--- src/rtl/mbox_pkg.sv ---
`timescale 1ns/1ps
package mbox_pkg;
    // Word indices (byte offset / 4) of the register regions
    localparam int unsigned W_REV  = 0;
    localparam int unsigned W_CFG  = 4;
    localparam int unsigned W_SYS  = 5;
    localparam int unsigned W_MSG  = 16;
    localparam int unsigned W_FULL = 32;
    localparam int unsigned W_CNT  = 48;
    localparam int unsigned W_IRQ  = 64;

    localparam int unsigned CFG_SRST_BIT = 1;
    localparam int unsigned SYS_DONE_BIT = 0;

    typedef enum logic [3:0] {
        RG_NONE,
        RG_REV,
        RG_CFG,
        RG_SYS,
        RG_MSG,
        RG_FULL,
        RG_CNT,
        RG_ISTAT,
        RG_IEN
    } reg_kind_e;

    typedef struct packed {
        reg_kind_e  kind;
        logic [7:0] idx;
    } reg_sel_t;
endpackage

--- src/rtl/mbox_decode.sv ---
`timescale 1ns/1ps
module mbox_decode
    import mbox_pkg::*;
#(
    parameter int NQ = 4,
    parameter int NU = 2,
    parameter int AW = 12
) (
    input  logic [AW-1:0] addr,
    output reg_sel_t      sel
);
    logic        unused_lsb;
    int unsigned wi;

    assign unused_lsb = ^addr[1:0];

    always_comb begin
        wi  = 32'(addr[AW-1:2]);
        sel = '{kind: RG_NONE, idx: 8'd0};
        if (wi == W_REV) begin
            sel.kind = RG_REV;
        end else if (wi == W_CFG) begin
            sel.kind = RG_CFG;
        end else if (wi == W_SYS) begin
            sel.kind = RG_SYS;
        end else if (wi >= W_MSG && wi < W_MSG + NQ) begin
            sel.kind = RG_MSG;
            sel.idx  = 8'(wi - W_MSG);
        end else if (wi >= W_FULL && wi < W_FULL + NQ) begin
            sel.kind = RG_FULL;
            sel.idx  = 8'(wi - W_FULL);
        end else if (wi >= W_CNT && wi < W_CNT + NQ) begin
            sel.kind = RG_CNT;
            sel.idx  = 8'(wi - W_CNT);
        end else if (wi >= W_IRQ && wi < W_IRQ + 2 * NU) begin
            sel.kind = wi[0] ? RG_IEN : RG_ISTAT;
            sel.idx  = 8'((wi - W_IRQ) >> 1);
        end
    end
endmodule

--- src/rtl/mbox_queue.sv ---
`timescale 1ns/1ps
module mbox_queue #(
    parameter int DW    = 32,
    parameter int DEPTH = 4,
    localparam int PW   = (DEPTH > 1) ? $clog2(DEPTH) : 1,
    localparam int CW   = $clog2(DEPTH + 1)
) (
    input  logic          clk,
    input  logic          rst_n,
    input  logic          flush,
    input  logic          push,
    input  logic          pop,
    input  logic [DW-1:0] wdata,
    output logic [DW-1:0] head,
    output logic [CW-1:0] count,
    output logic          full,
    output logic          ev_newmsg,
    output logic          ev_notfull
);
    typedef struct packed {
        logic [DEPTH-1:0][DW-1:0] mem;
        logic [PW-1:0]            rp;
        logic [PW-1:0]            wp;
        logic [CW-1:0]            cnt;
    } q_state_t;

    q_state_t s_d, s_q;
    logic     pop_ok, push_ok, was_full;

    function automatic logic [PW-1:0] ptr_inc(input logic [PW-1:0] p);
        return (p == PW'(DEPTH - 1)) ? '0 : p + 1'b1;
    endfunction

    always_comb begin
        s_d      = s_q;
        was_full = (s_q.cnt == CW'(DEPTH));
        pop_ok   = !flush && pop && (s_q.cnt != '0);
        push_ok  = !flush && push && (!was_full || pop_ok);
        if (flush) begin
            s_d.rp  = '0;
            s_d.wp  = '0;
            s_d.cnt = '0;
        end else begin
            if (push_ok) begin
                s_d.mem[s_q.wp] = wdata;
                s_d.wp          = ptr_inc(s_q.wp);
            end
            if (pop_ok) begin
                s_d.rp = ptr_inc(s_q.rp);
            end
            case ({push_ok, pop_ok})
                2'b10:   s_d.cnt = s_q.cnt + CW'(1);
                2'b01:   s_d.cnt = s_q.cnt - CW'(1);
                default: s_d.cnt = s_q.cnt;
            endcase
        end
    end

    always_ff @(posedge clk or negedge rst_n) begin
        if (!rst_n) s_q <= '0;
        else        s_q <= s_d;
    end

    assign head       = (s_q.cnt != '0) ? s_q.mem[s_q.rp] : '0;
    assign count      = s_q.cnt;
    assign full       = (s_q.cnt == CW'(DEPTH));
    assign ev_newmsg  = push_ok;
    assign ev_notfull = pop_ok && !push_ok && was_full;
endmodule

--- src/rtl/mbox_user_irq.sv ---
`timescale 1ns/1ps
module mbox_user_irq #(
    parameter int NEV = 8
) (
    input  logic           clk,
    input  logic           rst_n,
    input  logic           clear,
    input  logic [NEV-1:0] events,
    input  logic           ack_we,
    input  logic           en_we,
    input  logic [NEV-1:0] wdata,
    output logic [NEV-1:0] stat,
    output logic [NEV-1:0] en,
    output logic           irq
);
    typedef struct packed {
        logic [NEV-1:0] stat;
        logic [NEV-1:0] en;
        logic           irq;
    } irq_state_t;

    irq_state_t r_d, r_q;

    always_comb begin
        r_d     = r_q;
        r_d.irq = |(r_q.stat & r_q.en);
        if (clear) begin
            r_d.stat = '0;
            r_d.en   = '0;
        end else begin
            r_d.stat = (r_q.stat & ~(ack_we ? wdata : '0)) | events;
            if (en_we) r_d.en = wdata;
        end
    end

    always_ff @(posedge clk or negedge rst_n) begin
        if (!rst_n) r_q <= '0;
        else        r_q <= r_d;
    end

    assign stat = r_q.stat;
    assign en   = r_q.en;
    assign irq  = r_q.irq;
endmodule

--- src/rtl/mbox_srst.sv ---
`timescale 1ns/1ps
module mbox_srst #(
    parameter int RST_LEN = 3,
    localparam int RW     = $clog2(RST_LEN + 1)
) (
    input  logic clk,
    input  logic rst_n,
    input  logic start,
    output logic busy
);
    typedef struct packed {
        logic [RW-1:0] cnt;
    } srst_state_t;

    srst_state_t c_d, c_q;

    always_comb begin
        c_d = c_q;
        if (c_q.cnt != '0)  c_d.cnt = c_q.cnt - RW'(1);
        else if (start)     c_d.cnt = RW'(RST_LEN);
    end

    always_ff @(posedge clk or negedge rst_n) begin
        if (!rst_n) c_q <= '0;
        else        c_q <= c_d;
    end

    assign busy = (c_q.cnt != '0);
endmodule

--- src/rtl/ipc_mailbox.sv ---
`timescale 1ns/1ps
module ipc_mailbox
    import mbox_pkg::*;
#(
    parameter int NQ        = 4,
    parameter int DEPTH     = 4,
    parameter int DW        = 32,
    parameter int NU        = 2,
    parameter int AW        = 12,
    parameter int RST_LEN   = 3,
    parameter int REV_MAJOR = 1,
    parameter int REV_MINOR = 2
) (
    input  logic          clk,
    input  logic          rst_n,
    input  logic [AW-1:0] bus_addr,
    input  logic          bus_wr_en,
    input  logic [DW-1:0] bus_wdata,
    input  logic          bus_rd_en,
    output logic [DW-1:0] bus_rdata,
    output logic [NU-1:0] irq_out
);
    localparam int CW  = $clog2(DEPTH + 1);
    localparam int NEV = 2 * NQ;

    reg_sel_t                 sel;
    logic                     busy;
    logic                     srst_start;
    logic [NQ-1:0][DW-1:0]    q_head;
    logic [NQ-1:0][CW-1:0]    q_cnt;
    logic [NQ-1:0]            q_full;
    logic [NEV-1:0]           ev_vec;
    logic [NU-1:0][NEV-1:0]   ustat;
    logic [NU-1:0][NEV-1:0]   uen;

    mbox_decode #(.NQ(NQ), .NU(NU), .AW(AW)) u_dec (
        .addr (bus_addr),
        .sel  (sel)
    );

    assign srst_start = bus_wr_en && (sel.kind == RG_CFG) && bus_wdata[CFG_SRST_BIT];

    mbox_srst #(.RST_LEN(RST_LEN)) u_srst (
        .clk   (clk),
        .rst_n (rst_n),
        .start (srst_start),
        .busy  (busy)
    );

    for (genvar m = 0; m < NQ; m++) begin : g_queue
        logic hit;
        assign hit = (sel.kind == RG_MSG) && (sel.idx == 8'(m));
        mbox_queue #(.DW(DW), .DEPTH(DEPTH)) u_q (
            .clk        (clk),
            .rst_n      (rst_n),
            .flush      (busy),
            .push       (bus_wr_en && hit),
            .pop        (bus_rd_en && hit),
            .wdata      (bus_wdata),
            .head       (q_head[m]),
            .count      (q_cnt[m]),
            .full       (q_full[m]),
            .ev_newmsg  (ev_vec[2*m]),
            .ev_notfull (ev_vec[2*m+1])
        );
    end

    for (genvar u = 0; u < NU; u++) begin : g_user
        logic own;
        assign own = (sel.idx == 8'(u)) && bus_wr_en && !busy;
        mbox_user_irq #(.NEV(NEV)) u_irq (
            .clk    (clk),
            .rst_n  (rst_n),
            .clear  (busy),
            .events (ev_vec),
            .ack_we (own && (sel.kind == RG_ISTAT)),
            .en_we  (own && (sel.kind == RG_IEN)),
            .wdata  (bus_wdata[NEV-1:0]),
            .stat   (ustat[u]),
            .en     (uen[u]),
            .irq    (irq_out[u])
        );
    end

    always_comb begin
        bus_rdata = '0;
        case (sel.kind)
            RG_REV: bus_rdata[7:0] = {4'(REV_MAJOR), 4'(REV_MINOR)};
            RG_CFG: bus_rdata[CFG_SRST_BIT] = busy;
            RG_SYS: bus_rdata[SYS_DONE_BIT] = !busy;
            RG_MSG: begin
                for (int m = 0; m < NQ; m++)
                    if (sel.idx == 8'(m)) bus_rdata = q_head[m];
            end
            RG_FULL: begin
                for (int m = 0; m < NQ; m++)
                    if (sel.idx == 8'(m)) bus_rdata[0] = q_full[m];
            end
            RG_CNT: begin
                for (int m = 0; m < NQ; m++)
                    if (sel.idx == 8'(m)) bus_rdata = DW'(q_cnt[m]);
            end
            RG_ISTAT: begin
                for (int u = 0; u < NU; u++)
                    if (sel.idx == 8'(u)) bus_rdata[NEV-1:0] = ustat[u];
            end
            RG_IEN: begin
                for (int u = 0; u < NU; u++)
                    if (sel.idx == 8'(u)) bus_rdata[NEV-1:0] = uen[u];
            end
            default: bus_rdata = '0;
        endcase
    end
endmodule

--- config.mk ---
export PLATFORM = sky130hd
export DESIGN_NAME = ipc_mailbox
export DESIGN_NICKNAME = d
export VERILOG_FILES = /design/src/rtl/mbox_pkg.sv /design/src/rtl/mbox_decode.sv /design/src/rtl/mbox_queue.sv /design/src/rtl/mbox_user_irq.sv /design/src/rtl/mbox_srst.sv /design/src/rtl/ipc_mailbox.sv
export SDC_FILE = /design/constraint.sdc
export NUM_CORES = 1
export LEC_CHECK = 0
export BUFFER_PORTS_ARGS = -buffer_cell sky130_fd_sc_hd__buf_2
export CAP_MARGIN = 20
export CORE_MARGIN = 8
export CORE_UTILIZATION = 35
export DETAILED_ROUTE_END_ITERATION = 10
export GPL_TIMING_DRIVEN = 0
export PLACE_DENSITY_LB_ADDON = 0.2
export SYNTH_ARGS = -nofsm -noshare
export SYNTH_HDL_FRONTEND = slang
export SYNTH_HIERARCHICAL = 1
export SYNTH_SLANG_ARGS = --single-unit
--- constraint.sdc ---
create_clock -name clk -period 6.6 [get_ports clk]
set_input_delay 0.99 -clock clk [delete_from_list [all_inputs] [get_ports clk]]
set_output_delay 0.99 -clock clk [all_outputs]
set_load 0.02 [all_outputs]
After elaboration in Yosys (flattened, before gate mapping)
Index checks and enable logic that the tools add are counted.
- bits in registers: 576
- bits of input ports: 48
- output and inout port bits: 34
- word-level logic and storage cells: 300
- add/subtract/negate cells: 21
- magnitude comparators: 20
- equal/unequal tests: 33
- mux-type cells: 87
- bitwise operators: 9
- reduce and logical (&&, ||, !) cells: 95
- operator list (operator ; number):
    32-bit 2-to-1 mux ; 19
    128-bit bitwise mux ; 4
    32-bit binary-select mux with 2-bit select ; 4
    32-bit demux with 2-bit select ; 4
    8-bit 2-to-1 mux ; 11
    1-bit logical AND ; 54
    12-bit 2-to-1 mux ; 4
    24-bit one-hot mux with 2 select lines ; 1
    2-bit 2-to-1 mux ; 18
    8-bit AND ; 4
    16-bit 2-to-1 mux ; 2
    6-bit one-hot mux with 5 select lines ; 1
    7-bit 2-to-1 mux ; 4
    2-bit == test, second input constant ; 12
    2-bit by 3-bit less-than comparator with 1-bit output, second input constant ; 8
    3-bit one-hot mux with 2 select lines ; 4
    2-bit nonzero test ; 12
    3-bit nonzero test ; 8
    10-bit by 3-bit == test with 1-bit output, second input constant ; 2
    10-bit by 6-bit >= comparator with 1-bit output, second input constant ; 2
    10-bit by 6-bit less-than comparator with 1-bit output, second input constant ; 2
    2-bit by 1-bit adder with 2-bit output, second input constant ; 8
    4-bit by 3-bit == test with 1-bit output, second input constant ; 4
    8-bit by 2-bit == test with 1-bit output, second input constant ; 2
    30 further kinds ; 71

Longest topological paths before layout
Gate-level depths: netlist of the first run.
- depth in word-level cells: 21
- gate-level depth with buffers: 22
- mapped depth without buffers: 19

By module
Netlist of the first run, hierarchy kept.
- by module, submodules not included (module ; times used ; cells an instance ; area each (µm²) ; seq. area each (µm²)):
    mbox_queue ; 4 ; 398 ; 6747.7 ; 3378.2
    ipc_mailbox ; 1 ; 176 ; 1785.5 ; 0.0
    mbox_user_irq ; 2 ; 56 ; 730.7 ; 425.4
    mbox_decode ; 1 ; 88 ; 634.4 ; 0.0
    mbox_srst ; 1 ; 9 ; 105.1 ; 50.0

Least setup slack after synthesis of the first run
OpenSTA, ideal clock, no wires.
- path kind: input -> register
- start: input port bus_addr[8]
- end: register g_queue[3].u_q.s_q (netlist bit g_queue[3].u_q/count[2])
- setup time: 0.125 ns
- arrival time: 5.251 ns
- data required time: 6.475 ns
- path slack: 1.224 ns
- stages: 21
- path buffers: 2
- cell sequence: inv_1 ha_1 and4bb_2 nand2_1 a211oi_2 nor2_1 nand4_1 o311ai_0 or4_4 or4_1 buf_6 nor2_4 and2_1 nand2b_1 a21oi_2 buf_12 nor3_1 fa_1 nor3_1 a31oi_1 mux2_2
- RTL lines (element ; RTL line ; RTL):
    start: declaration ; ipc_mailbox.sv:16 ; input logic [AW-1:0] bus_addr,
    end signal: assignment ; mbox_queue.sv:60 ; if (!rst_n) s_q <= '0;
    end signal: assignment ; mbox_queue.sv:61 ; else s_q <= s_d;
    end: declaration ; mbox_queue.sv:27 ; q_state_t s_d, s_q;

==> results of run 1 <==
## worst max-delay path: cells and delay by family
kind                     cells  cell delay [ps]
adder cells (fa/ha/maj)      1              250
buffers and inverters        8             2190
AND/OR/NAND/NOR              5              970
AO/OA/AOI/OAI                4              940
## stage by stage
step | cells | hold WS, ps
floorplan | 1977 | 474
global placement | 3220 | 482
detailed placement | 3228 | 488
CTS | 3357 | 367
global route | 3358 | 379
finish | 3359 | 349
## final cells by class
| class | instances | area (sq um) | area share (%) |
|---|---|---|---|
| buffer | 137 | 1410 | 3.97 |
| inverter | 23 | 86.3 | 0.244 |
| multi-input combinational | 1241 | 15100 | 42.6 |
| tap | 1165 | 1460 | 4.11 |
| antenna | 1 | 2.50 | 0.00706 |
| sequential | 576 | 14400 | 40.7 |
| clock buffer | 105 | 2060 | 5.83 |
| timing repair buffer | 87 | 592 | 1.67 |
| clock inverter | 24 | 310 | 0.876 |
## sequential cells by signal, indices dropped and copies added, names as in the netlist
register and cells:
g_queue.u_q/s_q 528, g_user.u_irq/en 16, g_user.u_irq/stat 16, g_queue.u_q/count 12, g_user.u_irq/irq 2, u_srst/c_q 2
## where the power goes
group          switching (mW)  internal (mW)
sequential             0.0189           3.58
combinational           0.328          0.194
clock                    1.57           2.38
## Yosys cell counts, types with 3 or more instances
cell type | n | area [sq um]
mux4_2 | 160 | 3600
dfrtp_1 | 576 | 14400
buf_1 | 4 | 15.0
nand3_1 | 8 | 40.0
nor2b_4 | 10 | 138
nor3b_2 | 4 | 50.1
o31ai_1 | 6 | 45.0
nand2b_1 | 17 | 106
clkbuf_1 | 33 | 124
nor4b_1 | 5 | 43.8
inv_1 | 23 | 86.3
o21ai_0 | 9 | 45.0
nor2b_1 | 154 | 963
nand2_8 | 12 | 240
a21oi_1 | 15 | 75.1
o22ai_1 | 5 | 31.3
mux2_2 | 162 | 1820
nand4_1 | 3 | 18.8
and3_1 | 3 | 18.8
or3_1 | 5 | 31.3
ha_1 | 32 | 400
nor3_1 | 25 | 125
o221ai_1 | 6 | 52.6
a21boi_1 | 16 | 120
a21oi_2 | 9 | 78.8
o31ai_2 | 5 | 62.6
nor2_1 | 54 | 203
a22oi_1 | 12 | 90.1
buf_12 | 41 | 821
o21ba_1 | 16 | 160
buf_2 | 26 | 130
buf_4 | 16 | 120
fa_1 | 4 | 80.1
a31oi_1 | 6 | 37.5
mux2_4 | 361 | 5420
mux2i_1 | 48 | 480
nor4_1 | 5 | 31.3
nand2_1 | 26 | 97.6
buf_6 | 17 | 191
## worst paths after layout
kind	cells after the start	slack [ps]	to	start
hold reg to reg	1	500	g_queue[2].u_q/s_q[29]$_DFFE_PN0P_	g_queue[2].u_q/s_q[29]$_DFFE_PN0P_
hold / removal	1	350	g_queue[2].u_q/s_q[93]$_DFFE_PN0P_	rst_n
max in group asynchronous	4	4280	g_user[1].u_irq/stat[1]$_DFF_PN0_	rst_n
min in group clk	1	500	g_queue[2].u_q/s_q[29]$_DFFE_PN0P_	g_queue[2].u_q/s_q[29]$_DFFE_PN0P_
setup reg to reg	12	3580	g_queue[3].u_q/count[2]$_DFFE_PN0P_	u_srst/c_q[0]$_DFFE_PN0P_
setup / recovery	18	230	bus_rdata[1]	bus_addr[8]
## cell families after synthesis
logic type	Yosys count
XOR/XNOR	3
multiplexers	731
flip-flops	576
AO/OA/AOI/OAI	122
adder cells (fa/ha/maj)	36
AND/OR/NAND/NOR	349
buffers and inverters	160
## metal layers
layer / wire length (um) / share of wire, % / up-vias
li1: - / - / 7601
met1: 39100 / 45 / 9502
met2: 41100 / 47 / 365
met3: 3880 / 4.5 / 133
met4: 2480 / 2.9 / 0
met5: 0 / 0 / -
==> metrics.txt, run 1 <==
vias in the first global route 19401; Mapped Nets 2061; status complete, no violations; DRT Pass-1 Iters 7; arrival time worst endpoint 5380 ps; pin count of the biggest net entering global routing 118; Slowest cell on crit path o31ai_1; CTS tree yes; core area 0.0881 sq mm; simple logic cell fraction of the synthesized area 7.38%; CP Cell Sequence buf_2 -> inv_1 -> ha_1 -> and4bb_2 -> nand2_1 -> or3_1 -> clkbuf_1 -> nand3_1 -> a32o_1 -> buf_2 -> buf_2 -> buf_4 -> buf_4 -> nand3_1 -> a21oi_1 -> a21oi_1 -> o31ai_1 -> buf_2; Slew @ Worst Pin 1020 ps; sequential area share after synthesis 46.5%; Hold Crit Class primary input to asynchronous set/reset pin; met1 Track Usage GR 23.8%; Initial Util 35.2%; Residual DRC 0; mean number of vias per cell 5.24; ys flop type dfrtp_1; Skew-Pair Late Insertion Delay 610 ps; Syn-to-layout area delta 14.4%; highest cell delay on the worst timing path 510 ps; Synth Area in Adders 1.55%; Vias 17601; Tot Pwr 8.07 mW; initial antenna violation count 0; I/O pin count 82; H-tree depth 3; post-route setup slack 234 ps; Layout fillers 8132; post-route cell area 0.0354 sq mm; #FFs+latches synth 576; busiest grt layer met2; Post-Synthesis Cell Area 0.0310 sq mm; number of enable flip-flop cells after synthesis 0; wirelength, routed 86.5 mm; final core occ 40.2%; met2 Use GR 28.3%; Final Hold Vio Count 0; commonest non-fill, non-tap cells in the layout dfrtp_1, mux2_4, mux2_2; # resized after CTS 0; post-synthesis average cell area 15.7 sq um; f_max 0.157 GHz; Routed WL per cell 25.8 um; Rel. slew slack 32.1%; CP Launch Type primary input; die area 0.0983 sq mm; Setup Skew 26.7 ps; Final Critical Period 6370 ps; DP Area 0.0330 sq mm; Clk pin slew, worst setup/hold paths 50 ps; port buffer count 78; distinct cell type count after synthesis 69; FP Rows 109; met3 GRT Util 3.53%; Initial DRC Count 1171; cts bufs inserted 70; HPWL Detailed 59.8 mm; power density cells 228 mW/mm^2; mux share of post-synthesis cell area 36.6%; die width 314 um; Sink Count 576; crit share post-route 96.5%; RePlAce Congestion 0.820; Syn Inst Count 1977; CP required 5610 ps; GR Util All Layers 17.5%; share of layout cells above drive strength 1 47.4%; Post-Synth XOR/XNOR Area 0.0848%; RSZ-0062 raised after global routing false; endpoint class of the critical path output port; global-route wire length before repair 131 mm; Post-Place Setup Slack 10.6 ps; commonest non-fill, non-tap cell in the layout dfrtp_1; Post-synth ARST share 100%; Layout Nets 2220; leakage 17.1 nW; Post-CTS Setup Inserts 0; worst-path fanout max 10; deepest clock path buffer count 3; Ys Warns 6; critical path class primary input to output port; max_cap viols 0; DRT antenna net count 0; largest family of logic cells by synthesized area multiplexers; Setup violations, final 0; Congestion Overflow GR 0; Most common cell on crit path buf_2; Slew Limit Fails 0; Peak VDD IR 0.158 mV; setup_tns 0 ps; Die H 314 um; Hold-fix buffers, CTS 0; Synth Area in Compound Gates 3.08%; root buf cell clkbuf_16
No activity file was read; power rests on OpenSTA's default activity.
==> inputs of run 2 (changes only) <==
--- a/config.mk
+++ b/config.mk
@@ -11,7 +11,7 @@
 export CORE_UTILIZATION = 35
 export DETAILED_ROUTE_END_ITERATION = 10
 export GPL_TIMING_DRIVEN = 0
-export PLACE_DENSITY_LB_ADDON = 0.2
+export PLACE_DENSITY = 0.59
 export SYNTH_ARGS = -nofsm -noshare
 export SYNTH_HDL_FRONTEND = slang
 export SYNTH_HIERARCHICAL = 1
==> run 2 against run 1 <==
  * Clock skew grew 0.53 ps
  * Largest power group unchanged
  * Critical path depth shrank 3
  * Critical path type unchanged
  * Combinational power shrank 0.8%
  * Clock power shrank 6.6%
  * Die area is the same
  * Clock-buffer cell count shrank 10
==> metrics.txt, run 2 (synthesis results as in run 1) <==
Die H 314 um (unchanged); CP Launch Type primary input (unchanged); Residual DRC 0 (unchanged); f_max 0.155 GHz (was 0.157 GHz); endpoint class of the critical path output port (unchanged); CP required 5610 ps (about the same); deepest clock path buffer count 3 (unchanged); Final Hold Vio Count 0 (unchanged); Routed WL per cell 25.0 um (was 25.8 um); RePlAce Congestion 0.832 (was 0.820); Skew-Pair Late Insertion Delay 610 ps (about the same); Setup Skew 27.2 ps (was 26.7 ps); Slew @ Worst Pin 1090 ps (was 1020 ps); highest cell delay on the worst timing path 760 ps (was 510 ps); worst-path fanout max 10 (unchanged); CTS tree yes (unchanged); cts bufs inserted 68 (was 70); die area 0.0983 sq mm (unchanged); HPWL Detailed 57.9 mm (was 59.8 mm); setup_tns 0 ps (unchanged); vias in the first global route 19457 (was 19401); Top delay family on crit path buffers and inverters (unchanged); worst r2r dst g_queue[2].u_q/count[2]$_DFFE_PN0P_ (was g_queue[3].u_q/count[2]$_DFFE_PN0P_); die width 314 um (unchanged); root buf cell clkbuf_16 (unchanged); mean number of vias per cell 5.27 (was 5.24); DRT Pass-1 Iters 5 (was 7); Clk pin slew, worst setup/hold paths 50 ps (about the same); Final Critical Period 6440 ps (was 6370 ps); Initial Util 35.2% (unchanged); Layout Nets 2217 (was 2220); Slowest cell on crit path clkbuf_1 (was o31ai_1); Layout fillers 8159 (was 8132); Rel. slew slack 26.7% (was 32.1%); Initial DRC Count 1289 (was 1171); commonest non-fill, non-tap cells in the layout dfrtp_1, mux2_4, mux2_2 (unchanged); Reg2Reg Setup Slack 3610 ps (was 3580 ps); arrival time worst endpoint 5450 ps (was 5380 ps); commonest non-fill, non-tap cell in the layout dfrtp_1 (unchanged); global-route wire length before repair 128 mm (was 131 mm); R2R Path Start u_srst/c_q[0]$_DFFE_PN0P_ (unchanged); GR Util All Layers 16.9% (was 17.5%); Congestion Overflow GR 0 (unchanged); Setup violations, final 0 (unchanged); post-route cell area 0.0352 sq mm (was 0.0354 sq mm); Sink Count 576 (unchanged); core area 0.0881 sq mm (unchanged); crit share post-route 97.5% (was 96.5%); wirelength, routed 83.5 mm (was 86.5 mm); share of layout cells above drive strength 1 47.1% (was 47.4%); Worst path depth 15 (was 18); Buf/Inv on CP 6 (was 8); Vias 17615 (was 17601); Hold Crit Class primary input to asynchronous set/reset pin (unchanged); Setup crit end bus_rdata[31] (was bus_rdata[1]); power density cells 221 mW/mm^2 (was 228 mW/mm^2); leakage 17.0 nW (was 17.1 nW); initial antenna violation count 1 (was 0); Hold-fix buffers, CTS 0 (unchanged); Largest register FFs 528 (unchanged); H-tree depth 3 (unchanged); Reg2Reg Depth 12 (unchanged); FP Rows 109 (unchanged); RSZ-0062 raised after global routing false (unchanged); CP Cell Sequence buf_2 -> inv_1 -> ha_1 -> and4bb_2 -> nand2_1 -> or3_1 -> clkbuf_1 -> nand3_1 -> a22oi_1 -> nor2_1 -> buf_1 -> clkbuf_1 -> mux4_2 -> nor2b_1 -> buf_2 (was buf_2 -> inv_1 -> ha_1 -> and4bb_2 -> nand2_1 -> or3_1 -> clkbuf_1 -> nand3_1 -> a32o_1 -> buf_2 -> buf_2 -> buf_4 -> buf_4 -> nand3_1 -> a21oi_1 -> a21oi_1 -> o31ai_1 -> buf_2); largest register by flop count g_queue.u_q/s_q (unchanged); DP Area 0.0330 sq mm (about the same); port buffer count 78 (unchanged); Critical path origin bus_addr[8] (unchanged); critical path class primary input to output port (unchanged); pin count of the biggest net entering global routing 123 (was 118); I/O pin count 82 (unchanged); max_cap viols 0 (unchanged); Slew Limit Fails 0 (unchanged); DRT antenna net count 0 (unchanged); Syn-to-layout area delta 13.7% (was 14.4%); Peak VDD IR 0.165 mV (was 0.158 mV); status complete, no violations (unchanged)
-- run 2: changes by cell type in the layout (fill, tap and decap cells not counted), sizes merged --
cell | before | now
inv | 27 | 26
clkbuf | 138 | 129
bufinv | 5 | 3
clkinv | 13 | 14
clkinvlp | 2 | 1
buf | 191 | 189
-- run 2: worst min path at each step --
stage / from / end / slack, ps / cells after the start
2_1_floorplan: g_queue[0].u_q/s_q[102]$_DFFE_PN0P_ / g_queue[0].u_q/s_q[102]$_DFFE_PN0P_ / 470 / 1
3_3_place_gp: g_queue[3].u_q/s_q[134]$_DFFE_PN0P_ / g_queue[3].u_q/s_q[134]$_DFFE_PN0P_ / 480 / 1
4_1_cts: rst_n / g_queue[3].u_q/s_q[35]$_DFFE_PN0P_ / 340 / 1
6_report: rst_n / g_queue[3].u_q/s_q[68]$_DFFE_PN0P_ / 350 / 1
3_5_place_dp: g_queue[0].u_q/s_q[71]$_DFFE_PN0P_ / g_queue[0].u_q/s_q[71]$_DFFE_PN0P_ / 490 / 1
5_1_grt: rst_n / g_queue[3].u_q/s_q[68]$_DFFE_PN0P_ / 360 / 1
-- run 2: worst reg2reg max path: cells and delay by family, from the launching register on --
| kind | cells | cell delay, ps |
|---|---|---|
| multiplexers | 1 | 320 |
| AND/OR/NAND/NOR | 3 | 450 |
| buffers and inverters | 4 | 720 |
| flip-flops | 1 | 360 |
| AO/OA/AOI/OAI | 2 | 380 |
| adder cells (fa/ha/maj) | 2 | 630 |
-- run 2: metal layers --
metal	part of all wire [%]	GRT usage, %
met1	45	22.9
met2	49	28.0
met3	4.2	2.82
met4	2.4	4.62
met5	0	0
-- run 2: timing repair --
| action | in CTS | in global routing |
|---|---|---|
| buffers inserted | 0 | 0 |
| setup endpoints to repair | 0 | 10 |
| resized for setup | 0 | 6 |
-- run 2: final cells by class --
class / count / area (sq um) / area share, %
Inverter: 23 / 86.3 / 0.245
Multi-Input combinational cell: 1241 / 15100 / 42.9
Clock inverter: 21 / 216 / 0.615
Buffer: 137 / 1400 / 3.99
Sequential cell: 576 / 14400 / 40.9
Timing Repair Buffer: 86 / 586 / 1.66
Tap cell: 1165 / 1460 / 4.14
Clock buffer: 95 / 1960 / 5.55
Antenna cell: 1 / 2.50 / 0.00711
-- run 2: power by group --
group	switching, mW	internal [mW]	leakage (nW)
combinational	0.323	0.195	7.91
clock	1.50	2.19	1.08
sequential	0.0193	3.58	8.04
total	1.84	5.96	17.0
-- run 2: through the flow --
step                      setup slack [ps]  hold WS [ps]  utilization (%)  total power [mW]  std cells
after floorplan                       1220           474                -              3.91       1977
after global placement               -6950           482             37.3              4.13       3220
after detailed placement              93.6           487             37.4              4.16       3225
after CTS                             89.4           337             39.9              7.88       3341
after global routing                  3.93           358             40.0              8.10       3344
final                                  162           351             40.0              7.80       3345
